`config.mk`:
```
export PLATFORM = sky130hd
export DESIGN_NAME = srf_regfile
export DESIGN_NICKNAME = d
export VERILOG_FILES = /design/src/rtl/srf_pkg.sv /design/src/rtl/srf_rst_sync.sv /design/src/rtl/srf_half_bank.sv /design/src/rtl/srf_read_port.sv /design/src/rtl/srf_regfile.sv
export SDC_FILE = /design/constraint.sdc
export NUM_CORES = 1
export LEC_CHECK = 0
export ABC_CLOCK_PERIOD_IN_PS = 2600
export BUFFER_PORTS_ARGS = -buffer_cell sky130_fd_sc_hd__buf_2
export CAP_MARGIN = 10
export CELL_PAD_IN_SITES_DETAIL_PLACEMENT = 1
export CELL_PAD_IN_SITES_GLOBAL_PLACEMENT = 1
export CORE_MARGIN = 3
export CORE_UTILIZATION = 24
export CTS_BUF_LIST = sky130_fd_sc_hd__clkbuf_16
export DETAILED_ROUTE_END_ITERATION = 7
export MAX_ROUTING_LAYER = met4
export PLACE_DENSITY_LB_ADDON = 0.05
export SYNTH_ARGS = -nofsm -noshare
export SYNTH_HDL_FRONTEND = slang
export SYNTH_SLANG_ARGS = --single-unit
```
`constraint.sdc`:
```
create_clock -name clk -period 2.6 [get_ports clk]
set_input_delay 0.26 -clock clk [delete_from_list [all_inputs] [get_ports clk]]
set_output_delay 0.26 -clock clk [all_outputs]
set_load 0.005 [all_outputs]
```
`src/rtl/srf_pkg.sv`:
```
package srf_pkg;
  typedef enum logic [1:0] {
    WM_FULL    = 2'b00,
    WM_LOAD_LO = 2'b01,
    WM_LOAD_HI = 2'b10,
    WM_NONE    = 2'b11
  } wmode_e;
endpackage

```
`src/rtl/srf_rst_sync.sv`:
```
// Asynchronous assertion, synchronous two-stage release.
module srf_rst_sync (
  input  logic clk,
  input  logic rst_n,
  output logic rst_sync_n
);
  logic [1:0] stage_q;
  logic [1:0] stage_d;

  always_comb begin
    stage_d = {stage_q[0], 1'b1};
  end

  always_ff @(posedge clk or negedge rst_n) begin
    if (!rst_n) stage_q <= 2'b00;
    else        stage_q <= stage_d;
  end

  assign rst_sync_n = stage_q[1];
endmodule

```
`src/rtl/srf_half_bank.sv`:
```
// One half-width bank: NREGS entries, one write port, two combinational
// read ports. Entry 0 is a constant zero and holds no storage.
module srf_half_bank #(
  parameter int NREGS = 16,
  parameter int HW    = 16,
  localparam int AW   = $clog2(NREGS)
) (
  input  logic          clk,
  input  logic          we,
  input  logic [AW-1:0] waddr,
  input  logic [HW-1:0] wdata,
  input  logic [AW-1:0] raddr_a,
  input  logic [AW-1:0] raddr_b,
  output logic [HW-1:0] rdata_a,
  output logic [HW-1:0] rdata_b
);
  logic [HW-1:0] ent [NREGS];

  for (genvar g = 0; g < NREGS; g++) begin : g_ent
    if (g == 0) begin : g_zero
      assign ent[g] = '0;
    end else begin : g_store
      logic          hit;
      logic [HW-1:0] q;
      logic [HW-1:0] q_nxt;

      always_comb begin
        hit   = we && (waddr == AW'(g));
        q_nxt = hit ? wdata : q;
      end

      always_ff @(posedge clk) begin
        q <= q_nxt;
      end

      assign ent[g] = q;
    end
  end

  always_comb begin
    rdata_a = ent[raddr_a];
    rdata_b = ent[raddr_b];
  end
endmodule

```
`src/rtl/srf_read_port.sv`:
```
// Output register of one read port: joins the two halves, cleared on reset.
module srf_read_port #(
  parameter int HW = 16,
  localparam int DW = 2 * HW
) (
  input  logic          clk,
  input  logic          rst_n,
  input  logic [HW-1:0] hi_in,
  input  logic [HW-1:0] lo_in,
  output logic [DW-1:0] data_q
);
  logic [DW-1:0] data_d;

  always_comb begin
    data_d = {hi_in, lo_in};
  end

  always_ff @(posedge clk or negedge rst_n) begin
    if (!rst_n) data_q <= '0;
    else        data_q <= data_d;
  end
endmodule

```
`src/rtl/srf_regfile.sv`:
```
module srf_regfile #(
  parameter int NREGS = 16,
  parameter int DW    = 32,
  localparam int AW   = $clog2(NREGS),
  localparam int HW   = DW / 2
) (
  input  logic          clk,
  input  logic          rst_n,
  input  logic          wr_en,
  input  logic [1:0]    wr_mode,
  input  logic [AW-1:0] wr_addr,
  input  logic [DW-1:0] wr_data,
  input  logic [AW-1:0] rd_addr_a,
  input  logic [AW-1:0] rd_addr_b,
  output logic [DW-1:0] rd_data_a,
  output logic [DW-1:0] rd_data_b
);
  import srf_pkg::*;

  logic          rst_sync_n;
  wmode_e        mode;
  logic          wr_ok;
  logic          hi_we, lo_we;
  logic [HW-1:0] hi_wdata, lo_wdata;
  logic [HW-1:0] hi_a, hi_b, lo_a, lo_b;

  srf_rst_sync u_rst (
    .clk        (clk),
    .rst_n      (rst_n),
    .rst_sync_n (rst_sync_n)
  );

  // Write decode: each mode sets the enable and data of both halves.
  always_comb begin
    mode     = wmode_e'(wr_mode);
    wr_ok    = wr_en && (wr_addr != '0);
    hi_we    = 1'b0;
    lo_we    = 1'b0;
    hi_wdata = wr_data[DW-1:HW];
    lo_wdata = wr_data[HW-1:0];
    unique case (mode)
      WM_FULL: begin
        hi_we = wr_ok;
        lo_we = wr_ok;
      end
      WM_LOAD_LO: begin
        hi_we    = wr_ok;
        lo_we    = wr_ok;
        hi_wdata = '0;
      end
      WM_LOAD_HI: begin
        hi_we    = wr_ok;
        hi_wdata = wr_data[HW-1:0];
      end
      WM_NONE: begin
        hi_we = 1'b0;
        lo_we = 1'b0;
      end
    endcase
  end

  srf_half_bank #(.NREGS(NREGS), .HW(HW)) u_hi (
    .clk     (clk),
    .we      (hi_we),
    .waddr   (wr_addr),
    .wdata   (hi_wdata),
    .raddr_a (rd_addr_a),
    .raddr_b (rd_addr_b),
    .rdata_a (hi_a),
    .rdata_b (hi_b)
  );

  srf_half_bank #(.NREGS(NREGS), .HW(HW)) u_lo (
    .clk     (clk),
    .we      (lo_we),
    .waddr   (wr_addr),
    .wdata   (lo_wdata),
    .raddr_a (rd_addr_a),
    .raddr_b (rd_addr_b),
    .rdata_a (lo_a),
    .rdata_b (lo_b)
  );

  srf_read_port #(.HW(HW)) u_port_a (
    .clk    (clk),
    .rst_n  (rst_sync_n),
    .hi_in  (hi_a),
    .lo_in  (lo_a),
    .data_q (rd_data_a)
  );

  srf_read_port #(.HW(HW)) u_port_b (
    .clk    (clk),
    .rst_n  (rst_sync_n),
    .hi_in  (hi_b),
    .lo_in  (lo_b),
    .data_q (rd_data_b)
  );

  // address zero yields zero on the following cycle, both ports
  a_r2_zero_port_a: assert property (@(posedge clk) disable iff (!rst_sync_n)
    (rd_addr_a == '0) |=> (rd_data_a == '0));
  a_r2_zero_port_b: assert property (@(posedge clk) disable iff (!rst_sync_n)
    (rd_addr_b == '0) |=> (rd_data_b == '0));

  // load-low, then a read of that entry, gives {zero, constant}
  a_r4_load_low: assert property (@(posedge clk) disable iff (!rst_sync_n)
    (wr_en && wr_mode == 2'b01 && wr_addr != '0) |=>
      ((rd_addr_a == $past(wr_addr)) |=>
        (rd_data_a == {{HW{1'b0}}, $past(wr_data[HW-1:0], 2)})));

  // load-high places the constant in the upper half
  a_r5_load_high: assert property (@(posedge clk) disable iff (!rst_sync_n)
    (wr_en && wr_mode == 2'b10 && wr_addr != '0) |=>
      ((rd_addr_a == $past(wr_addr)) |=>
        (rd_data_a[DW-1:HW] == $past(wr_data[HW-1:0], 2))));

  // outputs are cleared while reset is held
  a_r9_reset_clear: assert property (@(posedge clk)
    (!rst_n) |=> (rd_data_a == '0 && rd_data_b == '0));
endmodule

```
# Word level (Yosys, flattened, before mapping)
# Cells that the tools add are included.
[totals] regBits=546 latch_bits=0 ram_bits=0 romBits=0 output_inout_bits=64 word_cells=105 mem_count=0
[op_classes] add_sub_neg=0 multipliers=0 div_mod_pow=0 n_lt_le_gt_ge=2 eq_ne=18 n_shift=0 mux=15 bitwise_logic=2 reduce_logical=35
[ops] cell="binary-select mux 16 bit (select 4 bit)" count=4
[ops] cell="two-way mux 16 bit" count=8
[ops] cell="== test 4 bit, second input constant" count=8
[ops] cell="case mux 16 bit (2 select lines)" count=1
[ops] cell="logical AND 1 bit" count=31
[ops] cell="== test 4 x 3 -> 1 bit, second input constant" count=4
[ops] cell=">= comparator 5 bit, second input constant" count=2
[ops] cell="inverter 4 -> 5 bit" count=2
[ops] cell="== test 4 x 2 -> 1 bit, second input constant" count=2
[ops] cell="== test 2 bit, second input constant" count=2
[ops] cell="== test 4 x 1 -> 1 bit, second input constant" count=1
[ops] cell="nonzero test 4 bit" count=1
[ops] cell="OR reduction 3 bit" count=1
[ops] cell="== test 2 x 1 -> 1 bit, second input constant" count=1
[ops] cell="zero test 2 bit" count=1
[ops] cell="case mux 1 bit (2 select lines)" count=1
[ops] cell="OR reduction 2 bit" count=1
[ops] cell="two-way mux 1 bit" count=1

# Depth between registers and ports, before layout
# Gate-level depths: netlist of the first run.
[logic_depth] ltp_word=4 ltp_mapped=8 mapped_depth_nobuf=5

# Cells and area by module
# A second synthesis of the first run with hierarchy kept.
[hier_totals] hier_cells=1294 area_unflattened_um2=24531.0
[modules_own_cells] mod="srf_half_bank" n_inst=2 cells_each=582 area_per_inst_um2=11262.1
[modules_own_cells] mod="srf_read_port" n_inst=2 cells_each=32 area_per_inst_um2=800.8
[modules_own_cells] mod="srf_regfile" n_inst=1 cells_each=63 area_per_inst_um2=351.6
[modules_own_cells] mod="srf_rst_sync" n_inst=1 cells_each=3 area_per_inst_um2=53.8

# Worst setup path before layout of the first run
# No wires, ideal clock.
[synth_path] path_kind="input -> register" start="input port wr_mode[0]" end="register u_hi.g_ent[3].g_store.q[0] (enable)" setup_ps=409 arrival_time_ps=1948 setup_slack_ps=243 path_stages=4 cell_sequence="ha_1 > nor2b_1 > nand3_1 > nor3_1"
[synth_via] elab_chain_len=4 elab_cells_between_ends=7
[synth_lines] item="start: declaration" line="srf_regfile.sv:10" source="input logic [1:0] wr_mode,"
[synth_lines] item="== test 2 bit (tied with other cells)" line="srf_regfile.sv:41" source="unique case (mode)"
[synth_lines] item="OR reduction 3 bit (no line)"
[synth_lines] item="case mux 1 bit (2 select lines) (*)" line="srf_regfile.sv:41"
[synth_lines] item="logical AND 1 bit (*)" line="srf_half_bank.sv:28" source="hit = we && (waddr == AW'(g));"
[synth_lines] item="named net u_hi.g_ent[3].g_store.hit" line="srf_half_bank.sv:23" source="logic hit;"
[synth_lines] item="end signal: assignment" line="srf_half_bank.sv:33" source="q <= q_nxt;"
[synth_lines] item="end: declaration" line="srf_half_bank.sv:24" source="logic [HW-1:0] q;"
# The timed path passes the listed nets; every way through them passes the cells marked *.
# A chain may end at the register's enable or synchronous reset.

# Final worst setup path of the first run
[layout_path] start="input port rd_addr_a[0]" end="register u_port_a.data_q[11]"
[layout_via] elab_chain_len=4
[layout_lines] item="start: declaration" line="srf_regfile.sv:13" source="input logic [AW-1:0] rd_addr_a,"
[layout_lines] item="inverter 4 -> 5 bit (implied by the code)" line="srf_half_bank.sv:41" source="rdata_a = ent[raddr_a];"
[layout_lines] item="binary-select mux 16 bit (select 4 bit)" line="srf_half_bank.sv:41"
[layout_lines] item="two-way mux 16 bit (implied by the code) (2 in series)" line="srf_half_bank.sv:41"
[layout_lines] item="named net lo_a[11]" line="srf_regfile.sv:25" source="logic [HW-1:0] hi_a, hi_b, lo_a, lo_b;"
[layout_lines] item="end signal: assignment" line="srf_read_port.sv:20" source="else data_q <= data_d;"
[layout_lines] item="end: declaration" line="srf_read_port.sv:10" source="output logic [DW-1:0] data_q"
# The timed path passes the listed nets, and every way through them passes these cells. The select of a mux whose other input is x is not followed.

==> results.py, run 1 <==
metrics = {
    "outcome": {
        "outcome": "complete, no violations",
    },
    "power_and_ir_drop": {
        "internal_power_w": 0.0158,
        "cellPowerDensity_nw_per_um2": 701,
        "ir_drop_mv": 0.336,
        "p_comb_frac": 0.088,
        "p_switching_w": 0.00488,
        "pwr-share-clk": 0.431,
        "power.leakage_nw": 9.69,
        "pwr-share-seq": 0.481,
        "swShare": 0.236,
    },
    "clocking": {
        "clk_path_buf_depth": 3,
        "ctsHtreeMaxLevel": 3,
        "cts_setup_buffers": 0,
        "numCtsBuffers": 69,
        "cts_sinks": 546,
        "clk_latency_ns": 0.61,
        "cts_tree": "done",
        "path_clk_slew_ns": 0.05,
        "cts_root_buf": "clkbuf_16",
    },
    "worst_hold_path": {
        "holdPathStages": 1,
        "hp-class": "in2reg",
        "min_to": "u_lo.g_ent[5].g_store.q[15]",
        "hold_path.startpoint": "wr_data[15]",
    },
    "drt": {
        "vias_per_cell": 4.76,
        "wl_per_cell_microns": 30.4,
        "detail-route-antenna-nets": 0,
        "drtIter0Drc": 916,
        "drt-total-wl_mm": 87.8,
        "dr.pass1.iters": 5,
        "num_vias": 13800,
        "drc": 0,
    },
    "worst_setup_path": {
        "cp-start-kind": "primary input",
        "worstSetupPathType": "in2reg",
        "critPathMaxStageDelay_ns": 0.55,
        "crit_arrival_ns": 2.03,
        "worstPathCellList": "clkbuf_8, buf_4, mux4_2, mux4_2",
        "reg2reg_depth": 4,
        "cp_slowest_cell": "mux4_2",
        "path_max_fanout": 21,
        "cpMostUsedCell": "mux4_2",
        "required_ns": 3.05,
        "timing.rr.start": "u_lo.g_ent[1].g_store.q[14]",
        "reg2reg_to": "u_port_b.data_q[14]",
        "endpoint_kind": "flop",
        "reg2reg_slack_ns": 1.03,
    },
    "timing": {
        "final-max-slew-violation-count": 0,
        "fin_skew_ns": 0.0228,
        "fmax_ghz": 0.633,
        "setup_tns_ns": 0,
        "holdWs_ns": 0.0448,
        "slew_headroom": 0.249,
        "setup_viol": 0,
        "rsz0062_at_grt": "false",
        "worst_slew_pin_slew_ns": 1.12,
        "period_needed_ns": 1.58,
        "period_share": 0.608,
        "final_hold_viol_count": 0,
    },
    "synthesis": {
        "ys_seq_area_frac": 0.661,
        "ys_warn_count": 0,
        "synthTopCellsByArea": "edfxtp_1, mux4_2, dfrtp_1, mux2_2, mux2i_1",
        "syn_area_per_cell_sq_um": 18.9,
        "ys.flop_type": "edfxtp_1",
        "ys_ff_latch": 546,
        "synth_area_leader_cell": "edfxtp_1",
        "synth_edf_count": 480,
        "yosys.cell_types.count": 37,
        "syn_area_sq_um": 24300,
        "synth_top_area_frac": 0.593,
        "synth_common_cells": "edfxtp_1, mux4_2, mux2i_1, mux2_2, dfrtp_1",
        "synth_most_common_cell": "edfxtp_1",
        "synthesis.nets": 1339,
        "async_flop_share": 0.121,
        "syn_inst": 1286,
    },
    "floorplanning": {
        "io_pins": 113,
        "core.rowCount": 116,
        "fp.dieArea_sq_um": 105000,
        "die_w_microns": 324,
        "die_height_microns": 324,
        "initial_core_util": 0.242,
        "core_sq_um": 100000,
    },
    "global_route": {
        "grt_overflow": 0,
        "antenna_found_initial": 5,
        "grt_start_max_net_pins": 47,
        "grt_pass1_vias": 15400,
        "track_usage": 0.174,
        "grt_pass1_wl_mm": 122,
    },
    "run": {
        "drv_cap": 0,
    },
    "finish": {
        "design_area_sq_um": 29500,
        "synthToLayoutAreaGrowth_pct": 21.4,
        "drive_above_1_share": 0.391,
        "fin_nets": 1532,
    },
    "placed_design": {
        "dpl_cell_area_sq_um": 27400,
        "post-dp-hpwl_mm": 52.9,
        "numPortBuffers": 112,
        "globalplace.congestion": 0.712,
    },
}
-- through the flow --
step                      cells  setup WS (ns)  power [W]  utilization
after global placement     2763          0.416     0.0120        0.273
after detailed placement   2763          0.381     0.0120        0.273
final                      2887           1.02     0.0207        0.294
after floorplan            1286          0.243     0.0111            -
after global routing       2887          0.929     0.0216        0.294
after CTS                  2886           1.04     0.0211        0.294
-- cell families after synthesis --
group / after synthesis / share of synthesized area
other: 1 / 0.000154
muxes: 337 / 0.238
and+or+nand+nor: 103 / 0.0201
adders and majority gates: 4 / 0.00206
DFF: 546 / 0.661
AOI/OAI and AO/OA: 173 / 0.0536
buffers and inverters: 122 / 0.0255
-- cell type report --
class,count,area [sq um]
clock buffers,73,1830
multi-input cells,618,7730
repair buffers,221,1860
clock inverters,48,249
flip-flops and latches,546,16100
inverters,23,86.3
diodes,1,2.50
well taps,1357,1700
fillers,10200,70800
-- per-layer routing --
metal  GRT usage  vias up  part of all wire
li1            -     5772                 -
met1       0.250     7536              0.49
met2       0.255      337              0.44
met3      0.0274      108             0.044
met4      0.0452        0             0.021
met5           -        -                 0
-- flip-flops by register name, summed over array words and instances, names as in the netlist --
signal                count
u_hi.g_ent.g_store.q    240
u_lo.g_ent.g_store.q    240
u_rst.stage_q             2
u_port_b.data_q          32
u_port_a.data_q          32
-- worst max-delay path: cells and delay by family --
kind                   cells  cell delay [ns]
muxes                      2             1.03
buffers and inverters      2             0.69
-- worst max-delay path by stage --
stage                      start                          to  slack [ns]
floorplan             wr_mode[0]  u_hi.g_ent[3].g_store.q[0]        0.24
global placement    rd_addr_a[0]         u_port_a.data_q[11]        0.42
detailed placement  rd_addr_a[0]         u_port_a.data_q[14]        0.38
CTS                 rd_addr_a[0]         u_port_a.data_q[11]        1.04
global route        rd_addr_a[0]         u_port_a.data_q[11]        0.93
finish              rd_addr_a[0]         u_port_a.data_q[11]        1.02
-- timing repair --
item / 4_1_cts / 5_1_grt
hold buffers: 2 / 0
endpoints found under the hold margin: 2 / 0
gates resized for setup: 0 / 0
-- power groups by stage --
stage / registers [W] / logic (W) / clock network, W
floorplan: 0.0101 / 0.000973 / 0
global placement: 0.0101 / 0.00187 / 0
detailed placement: 0.0101 / 0.00187 / 0
CTS: 0.00996 / 0.00188 / 0.00929
global route: 0.00998 / 0.00198 / 0.00962
finish: 0.00996 / 0.00183 / 0.00891
-- placed cells by master (no fill, tap or decap), types with 8 or more instances in the layout --
master / instances
edfxtp_1: 480
mux4_2: 185
buf_2: 105
mux2i_1: 78
buf_4: 76
clkbuf_16: 73
mux2_2: 72
dfrtp_1: 65
inv_1: 41
buf_12: 35
a22o_1: 31
o21ai_1: 29
a221o_1: 27
nor2_2: 24
nand2_1: 22
a221oi_1: 22
nand2b_1: 19
a22oi_1: 17
o21ai_0: 15
clkinv_1: 15
nand3_1: 14
clkinv_2: 13
a21oi_1: 10
nor2_1: 8
Power figures use the tool's default switching activity.
==> run 2, diff against run 1 <==
--- a/config.mk
+++ b/config.mk
@@ -5,7 +5,8 @@
 export SDC_FILE = /design/constraint.sdc
 export NUM_CORES = 1
 export LEC_CHECK = 0
-export ABC_CLOCK_PERIOD_IN_PS = 2600
+export ABC_AREA = 1
+export ABC_CLOCK_PERIOD_IN_PS = 1400
 export BUFFER_PORTS_ARGS = -buffer_cell sky130_fd_sc_hd__buf_2
 export CAP_MARGIN = 10
 export CELL_PAD_IN_SITES_DETAIL_PLACEMENT = 1
==> constraint.sdc (replaced) <==
create_clock -name clk -period 1.4 [get_ports clk]
set_input_delay 0.14 -clock clk [delete_from_list [all_inputs] [get_ports clk]]
set_output_delay 0.14 -clock clk [all_outputs]
set_load 0.005 [all_outputs]
==> results.py, run 2 <==
metrics = {
    "drt": {
        "drc": 0,
        "drt-total-wl_mm": 121,
        "detail-route-antenna-nets": 0,
        "num_vias": 23100,
        "wl_per_cell_microns": 24.5,
        "dr.pass1.iters": 5,
        "drtIter0Drc": 1484,
        "vias_per_cell": 4.69,
    },
    "clocking": {
        "path_clk_slew_ns": 0.06,
        "clk_latency_ns": 0.62,
        "clk_path_buf_depth": 3,
        "cts_sinks": 546,
        "ctsHtreeMaxLevel": 3,
        "cts_tree": "done",
        "numCtsBuffers": 71,
        "cts_root_buf": "clkbuf_16",
    },
    "global_route": {
        "grt_use_met1": 0.298,
        "grt_start_max_net_pins": 65,
        "grt_pass1_wl_mm": 176,
        "use_met2": 0.327,
        "antenna_found_initial": 2,
        "grt_pass1_vias": 24900,
        "globalRouteMet3Util": 0.0229,
        "gr-max-usage-layer": "met2",
        "grt_overflow": 0,
        "track_usage": 0.212,
    },
    "timing": {
        "period_needed_ns": 1.29,
        "fin_ws_ns": 0.111,
        "rsz0062_at_grt": "false",
        "setup_viol": 0,
        "setup_tns_ns": 0,
        "final_hold_viol_count": 0,
        "worst_slew_pin_slew_ns": 0.645,
        "fin_skew_ns": 0.0222,
        "fmax_ghz": 0.776,
        "final-max-slew-violation-count": 0,
        "slew_headroom": 0.570,
        "period_share": 0.921,
    },
    "finish": {
        "layout.cells.most_common_list": "nand2_1, nand3_1, inv_1",
        "fin_nets": 3432,
        "design_area_sq_um": 34400,
        "fill_cells": 12900,
        "synthToLayoutAreaGrowth_pct": 25.8,
        "final_common_cell": "nand2_1",
        "largest_registers": "u_hi.g_ent.g_store.q x240, u_lo.g_ent.g_store.q x240",
        "drive_above_1_share": 0.141,
        "diodes": 0,
    },
    "synthesis": {
        "synth_most_common_cell": "nand2_1",
        "synthesis.nets": 3230,
        "ys.flop_type": "edfxtp_1",
        "synth_common_cells": "nand2_1, nand3_1, edfxtp_1, inv_1, buf_2",
        "yosys.cell_types.count": 19,
        "synth_top_area_frac": 0.527,
        "ys_ff_latch": 546,
        "async_flop_share": 0.121,
        "syn_area_per_cell_sq_um": 8.61,
        "synthTopCellsByArea": "edfxtp_1, nand3_1, nand2_1, inv_1, dfrtp_1",
        "synth_edf_count": 480,
        "ys_seq_area_frac": 0.587,
        "ys_warn_count": 0,
        "syn_area_sq_um": 27400,
        "synth_area_leader_cell": "edfxtp_1",
        "syn_inst": 3177,
    },
    "worst_setup_path": {
        "critPathMaxStageDelay_ns": 0.40,
        "endpoint_kind": "output port",
        "worstSetupPathType": "reg2out",
        "crit_buf_inv": 1,
        "reg2reg_depth": 6,
        "reg2reg_to": "u_port_a.data_q[17]",
        "cp_top_family": "flip-flops",
        "cp.depth": 1,
        "timing.rr.start": "u_hi.g_ent[6].g_store.q[1]",
        "crit_path_start": "u_port_b.data_q[13]",
        "path_max_fanout": 1,
        "cp_slowest_cell": "dfrtp_1",
        "worstPathCellList": "buf_2",
        "reg2reg_slack_ns": 0.23,
        "cp-start-kind": "flop",
        "required_ns": 1.26,
        "crit_arrival_ns": 1.15,
    },
    "run": {
        "drv_cap": 0,
    },
    "floorplanning": {
        "initial_core_util": 0.242,
        "die_height_microns": 344,
        "core.rowCount": 123,
        "fp.dieArea_sq_um": 118000,
        "core_sq_um": 113000,
        "io_pins": 113,
        "die_w_microns": 344,
    },
    "placed_design": {
        "globalplace.congestion": 0.794,
        "pre_cts_ws_ns": -0.234,
        "post-dp-hpwl_mm": 78.8,
        "dpl_cell_area_sq_um": 32000,
        "numPortBuffers": 112,
    },
    "power_and_ir_drop": {
        "fin_total_pwr_w": 0.0416,
        "power.leakage_nw": 15.0,
        "ir_drop_mv": 0.711,
        "cellPowerDensity_nw_per_um2": 1210,
    },
    "worst_hold_path": {
        "min_to": "u_lo.g_ent[14].g_store.q[4]",
        "hold_path.startpoint": "wr_data[4]",
        "hp-class": "in2reg",
        "holdPathStages": 2,
    },
    "outcome": {
        "outcome": "complete, no violations",
    },
}
[run 2: power by group]
part | internal, W | switching, W | leakage [nW]
Clock | 0.0108 | 0.00752 | 1.19
Sequential | 0.0182 | 0.000125 | 4.88
Combinational | 0.00167 | 0.00326 | 8.93
Total | 0.0307 | 0.0109 | 15.0
[run 2: final cells by class]
type | count | area [sq um] | share of cell area
sequential | 546 | 16100 | 0.467
multi-input combinational | 1951 | 8610 | 0.250
timing repair buffer | 328 | 3700 | 0.108
clock buffer | 76 | 1900 | 0.0553
tap | 1500 | 1880 | 0.0545
inverter | 481 | 1830 | 0.0531
clock inverter | 56 | 425 | 0.0124
[run 2: per-stage QoR]
step | hold slack, ns | utilization | instances
after global placement | -0.0733 | 0.284 | 4798
after floorplan | -0.156 | - | 3177
after detailed placement | -0.0731 | 0.284 | 4798
after CTS | 0.00395 | 0.305 | 4938
final | 0.0296 | 0.305 | 4938
after global routing | 0.0103 | 0.305 | 4938
[run 2: worst max-delay path by stage]
| stage | end | slack, ns |
|---|---|---|
| after floorplan | u_hi.g_ent[10].g_store.q[0] | -0.41 |
| after global placement | u_hi.g_ent[9].g_store.q[5] | -0.22 |
| after detailed placement | u_hi.g_ent[9].g_store.q[2] | -0.23 |
| after CTS | rd_data_b[13] | 0.03 |
| after global routing | rd_data_b[13] | 0.05 |
| final | rd_data_b[13] | 0.11 |
[run 2: kinds of logic (layout without fill, tap and decap cells)]
| logic type | Yosys count | in the layout | synth area share |
|---|---|---|---|
| DFF | 546 | 546 | 0.587 |
| adders and majority gates | 4 | 4 | 0.00183 |
| other | 1 | 1 | 0.000137 |
| and+or+nand+nor | 1928 | 1928 | 0.304 |
| AOI/OAI and AO/OA | 18 | 18 | 0.00352 |
| buffers and inverters | 680 | 941 | 0.104 |
[run 2: what timing repair did]
action,CTS,global route
hold endpoints to repair,23,0
buffers inserted,0,0
gates resized for setup,0,0
hold buffers,8,0
[run 2: metal layers]
layer	routed length (microns)	vias to the layer above
met5	0	-
met4	2180	0
met3	4220	135
met2	54300	487
met1	60100	11800
li1	-	10700
==> run 3, diff against run 2 <==
--- a/config.mk
+++ b/config.mk
@@ -5,13 +5,12 @@
 export SDC_FILE = /design/constraint.sdc
 export NUM_CORES = 1
 export LEC_CHECK = 0
-export ABC_AREA = 1
-export ABC_CLOCK_PERIOD_IN_PS = 1400
+export ABC_CLOCK_PERIOD_IN_PS = 1200
 export BUFFER_PORTS_ARGS = -buffer_cell sky130_fd_sc_hd__buf_2
 export CAP_MARGIN = 10
 export CELL_PAD_IN_SITES_DETAIL_PLACEMENT = 1
 export CELL_PAD_IN_SITES_GLOBAL_PLACEMENT = 1
-export CORE_MARGIN = 3
+export CORE_MARGIN = 4
 export CORE_UTILIZATION = 24
 export CTS_BUF_LIST = sky130_fd_sc_hd__clkbuf_16
 export DETAILED_ROUTE_END_ITERATION = 7
==> constraint.sdc (replaced) <==
create_clock -name clk -period 1.2 [get_ports clk]
set_input_delay 0.12 -clock clk [delete_from_list [all_inputs] [get_ports clk]]
set_output_delay 0.12 -clock clk [all_outputs]
set_load 0.005 [all_outputs]
==> results.py, run 3 (synthesized netlist as in run 1, its figures left out) <==
metrics = {
    "drt": {
        "drt-total-wl_mm": 90.5,
        "detail-route-antenna-nets": 0,
        "drtIter0Drc": 954,
        "num_vias": 14500,
        "dr.pass1.iters": 5,
        "vias_per_cell": 4.66,
        "drc": 0,
        "wl_per_cell_microns": 29.1,
    },
    "power_and_ir_drop": {
        "p_comb_frac": 0.106,
        "p_switching_w": 0.0114,
        "ir_drop_mv": 0.778,
        "pwr-share-seq": 0.448,
        "swShare": 0.237,
        "cellPowerDensity_nw_per_um2": 1450,
        "pwr-share-clk": 0.445,
        "power.leakage_nw": 11.4,
        "internal_power_w": 0.0366,
    },
    "timing": {
        "worst_slew_pin_slew_ns": 0.731,
        "fin_skew_ns": 0.0212,
        "period_needed_ns": 1.53,
        "slew_headroom": 0.513,
        "fmax_ghz": 0.655,
        "setup_viol": 114,
        "period_share": 1.27,
        "final-max-slew-violation-count": 0,
        "fin_ws_ns": -0.326,
        "final_hold_viol_count": 0,
        "rsz0062_at_grt": "true",
    },
    "finish": {
        "final_common_cell": "edfxtp_1",
        "largest_registers": "u_hi.g_ent.g_store.q x240, u_lo.g_ent.g_store.q x240",
        "diodes": 0,
        "utilization": 0.331,
        "synthToLayoutAreaGrowth_pct": 36.4,
        "final-instance-count-excl-fill": 3112,
        "layout.cells.most_common_list": "edfxtp_1, buf_4, mux4_2",
        "fin_nets": 1750,
        "drive_above_1_share": 0.528,
    },
    "floorplanning": {
        "io_pins": 113,
        "die_height_microns": 326,
        "fp.dieArea_sq_um": 106000,
        "die_w_microns": 326,
        "core.rowCount": 116,
        "core_sq_um": 100000,
        "initial_core_util": 0.242,
    },
    "worst_setup_path": {
        "required_ns": 1.68,
        "critPathMaxStageDelay_ns": 0.51,
        "endpoint_kind": "flop",
        "worstPathCellList": "mux4_2, mux4_2",
        "cpMostUsedCell": "mux4_2",
        "worstSetupPathType": "reg2reg",
        "cp_slowest_cell": "mux4_2",
        "path_max_fanout": 2,
        "crit_arrival_ns": 2.01,
        "cp-start-kind": "flop",
    },
    "outcome": {
        "violations": "negative setup slack",
        "outcome": "complete, but fails checks",
    },
    "global_route": {
        "grt_start_max_net_pins": 36,
        "grt_overflow": 0,
        "grt_pass1_vias": 16300,
        "grt_pass1_wl_mm": 128,
        "track_usage": 0.175,
        "antenna_found_initial": 2,
    },
    "clocking": {
        "ctsHtreeMaxLevel": 3,
        "clk_path_buf_depth": 3,
        "cts_tree": "done",
        "numCtsBuffers": 71,
        "cts_sinks": 546,
        "cts_root_buf": "clkbuf_16",
        "path_clk_slew_ns": 0.06,
        "clk_latency_ns": 0.62,
    },
    "placed_design": {
        "place_inst": 2945,
        "globalplace.congestion": 0.738,
        "post-dp-hpwl_mm": 60.5,
        "numPortBuffers": 112,
    },
    "run": {
        "drv_cap": 0,
    },
    "worst_hold_path": {
        "hp-class": "in2reg",
    },
}
==> run 3: cell types whose count changed in the layout (fill, tap and decap cells not counted), moves of 75 or more <==
cell / delta
mux2i_1: +75
mux4_2: +185
nand2_1: -1028
buf_4: +128
inv_1: -456
nand3_1: -847
==> run 3: area by class of cell <==
type / instances / area (sq um)
fill: 10100 / 67100
sequential: 546 / 16100
multi-input combinational: 618 / 8690
timing repair buffer: 437 / 4260
clock buffer: 73 / 1830
tap: 1357 / 1700
clock inverter: 58 / 494
inverter: 23 / 105
==> run 3: timing repair <==
| item | CTS | global route |
|---|---|---|
| endpoints found under the setup margin | 128 | 161 |
| buffers inserted | 12 | 17 |
| pin swaps | 13 | 8 |
| gates resized for setup | 56 | 21 |
| hold buffers | 15 | 0 |
| hold endpoints to repair | 180 | 0 |
==> run 3: critical path: cells and delay by family (launching register included) <==
family        cells  cell delay (ns)
multiplexers      2             1.01
flip-flops        1             0.39
==> run 3: per-layer routing <==
| layer | up-vias | global-route usage | wire length [microns] |
|---|---|---|---|
| met5 | - | - | 0 |
| met4 | 0 | 0.0373 | 1360 |
| met3 | 98 | 0.0218 | 2770 |
| met2 | 257 | 0.267 | 41600 |
| met1 | 7920 | 0.253 | 44800 |
| li1 | 6242 | - | - |
==> run 3: final timing paths <==
check	startpoint	end	slack [ns]	cells after the start
worst max-delay path	u_lo.g_ent[8].g_store.q[15]	u_port_a.data_q[15]	-0.33	2
max in group asynchronous	u_rst.stage_q[1]	u_port_a.data_q[0]	0.53	1
worst min register to register	u_rst.stage_q[1]	u_port_b.data_q[15]	0.14	0
worst min-delay path	wr_data[13]	u_lo.g_ent[15].g_store.q[13]	0.04	2
worst max register to register	u_lo.g_ent[8].g_store.q[15]	u_port_a.data_q[15]	-0.33	2
min in group asynchronous	u_rst.stage_q[1]	u_port_b.data_q[15]	0.14	0
==> run 3: power by group through the flow <==
stage	clock network, W	registers, W	logic [W]
finish	0.0214	0.0215	0.00511
global route	0.0230	0.0216	0.00548
CTS	0.0222	0.0216	0.00518
detailed placement	0	0.0219	0.00502
global placement	0	0.0219	0.00501
floorplan	0	0.0219	0.00245
==> run 3: through the flow <==
step | cell area [sq um] | worst slack (ns) | power, W | setup TNS [ns] | hold slack, ns
after floorplan | 25300 | -0.538 | 0.0243 | -184.15 | -0.176
after global placement | 30100 | -0.789 | 0.0269 | -341.53 | -0.0913
after detailed placement | 30100 | -0.805 | 0.0270 | -350.69 | -0.0900
after CTS | 32900 | -0.335 | 0.0489 | -18.44 | 0.0118
after global routing | 33200 | -0.389 | 0.0501 | -20.22 | 0.0348
final | 33200 | -0.326 | 0.0480 | -14.01 | 0.0397
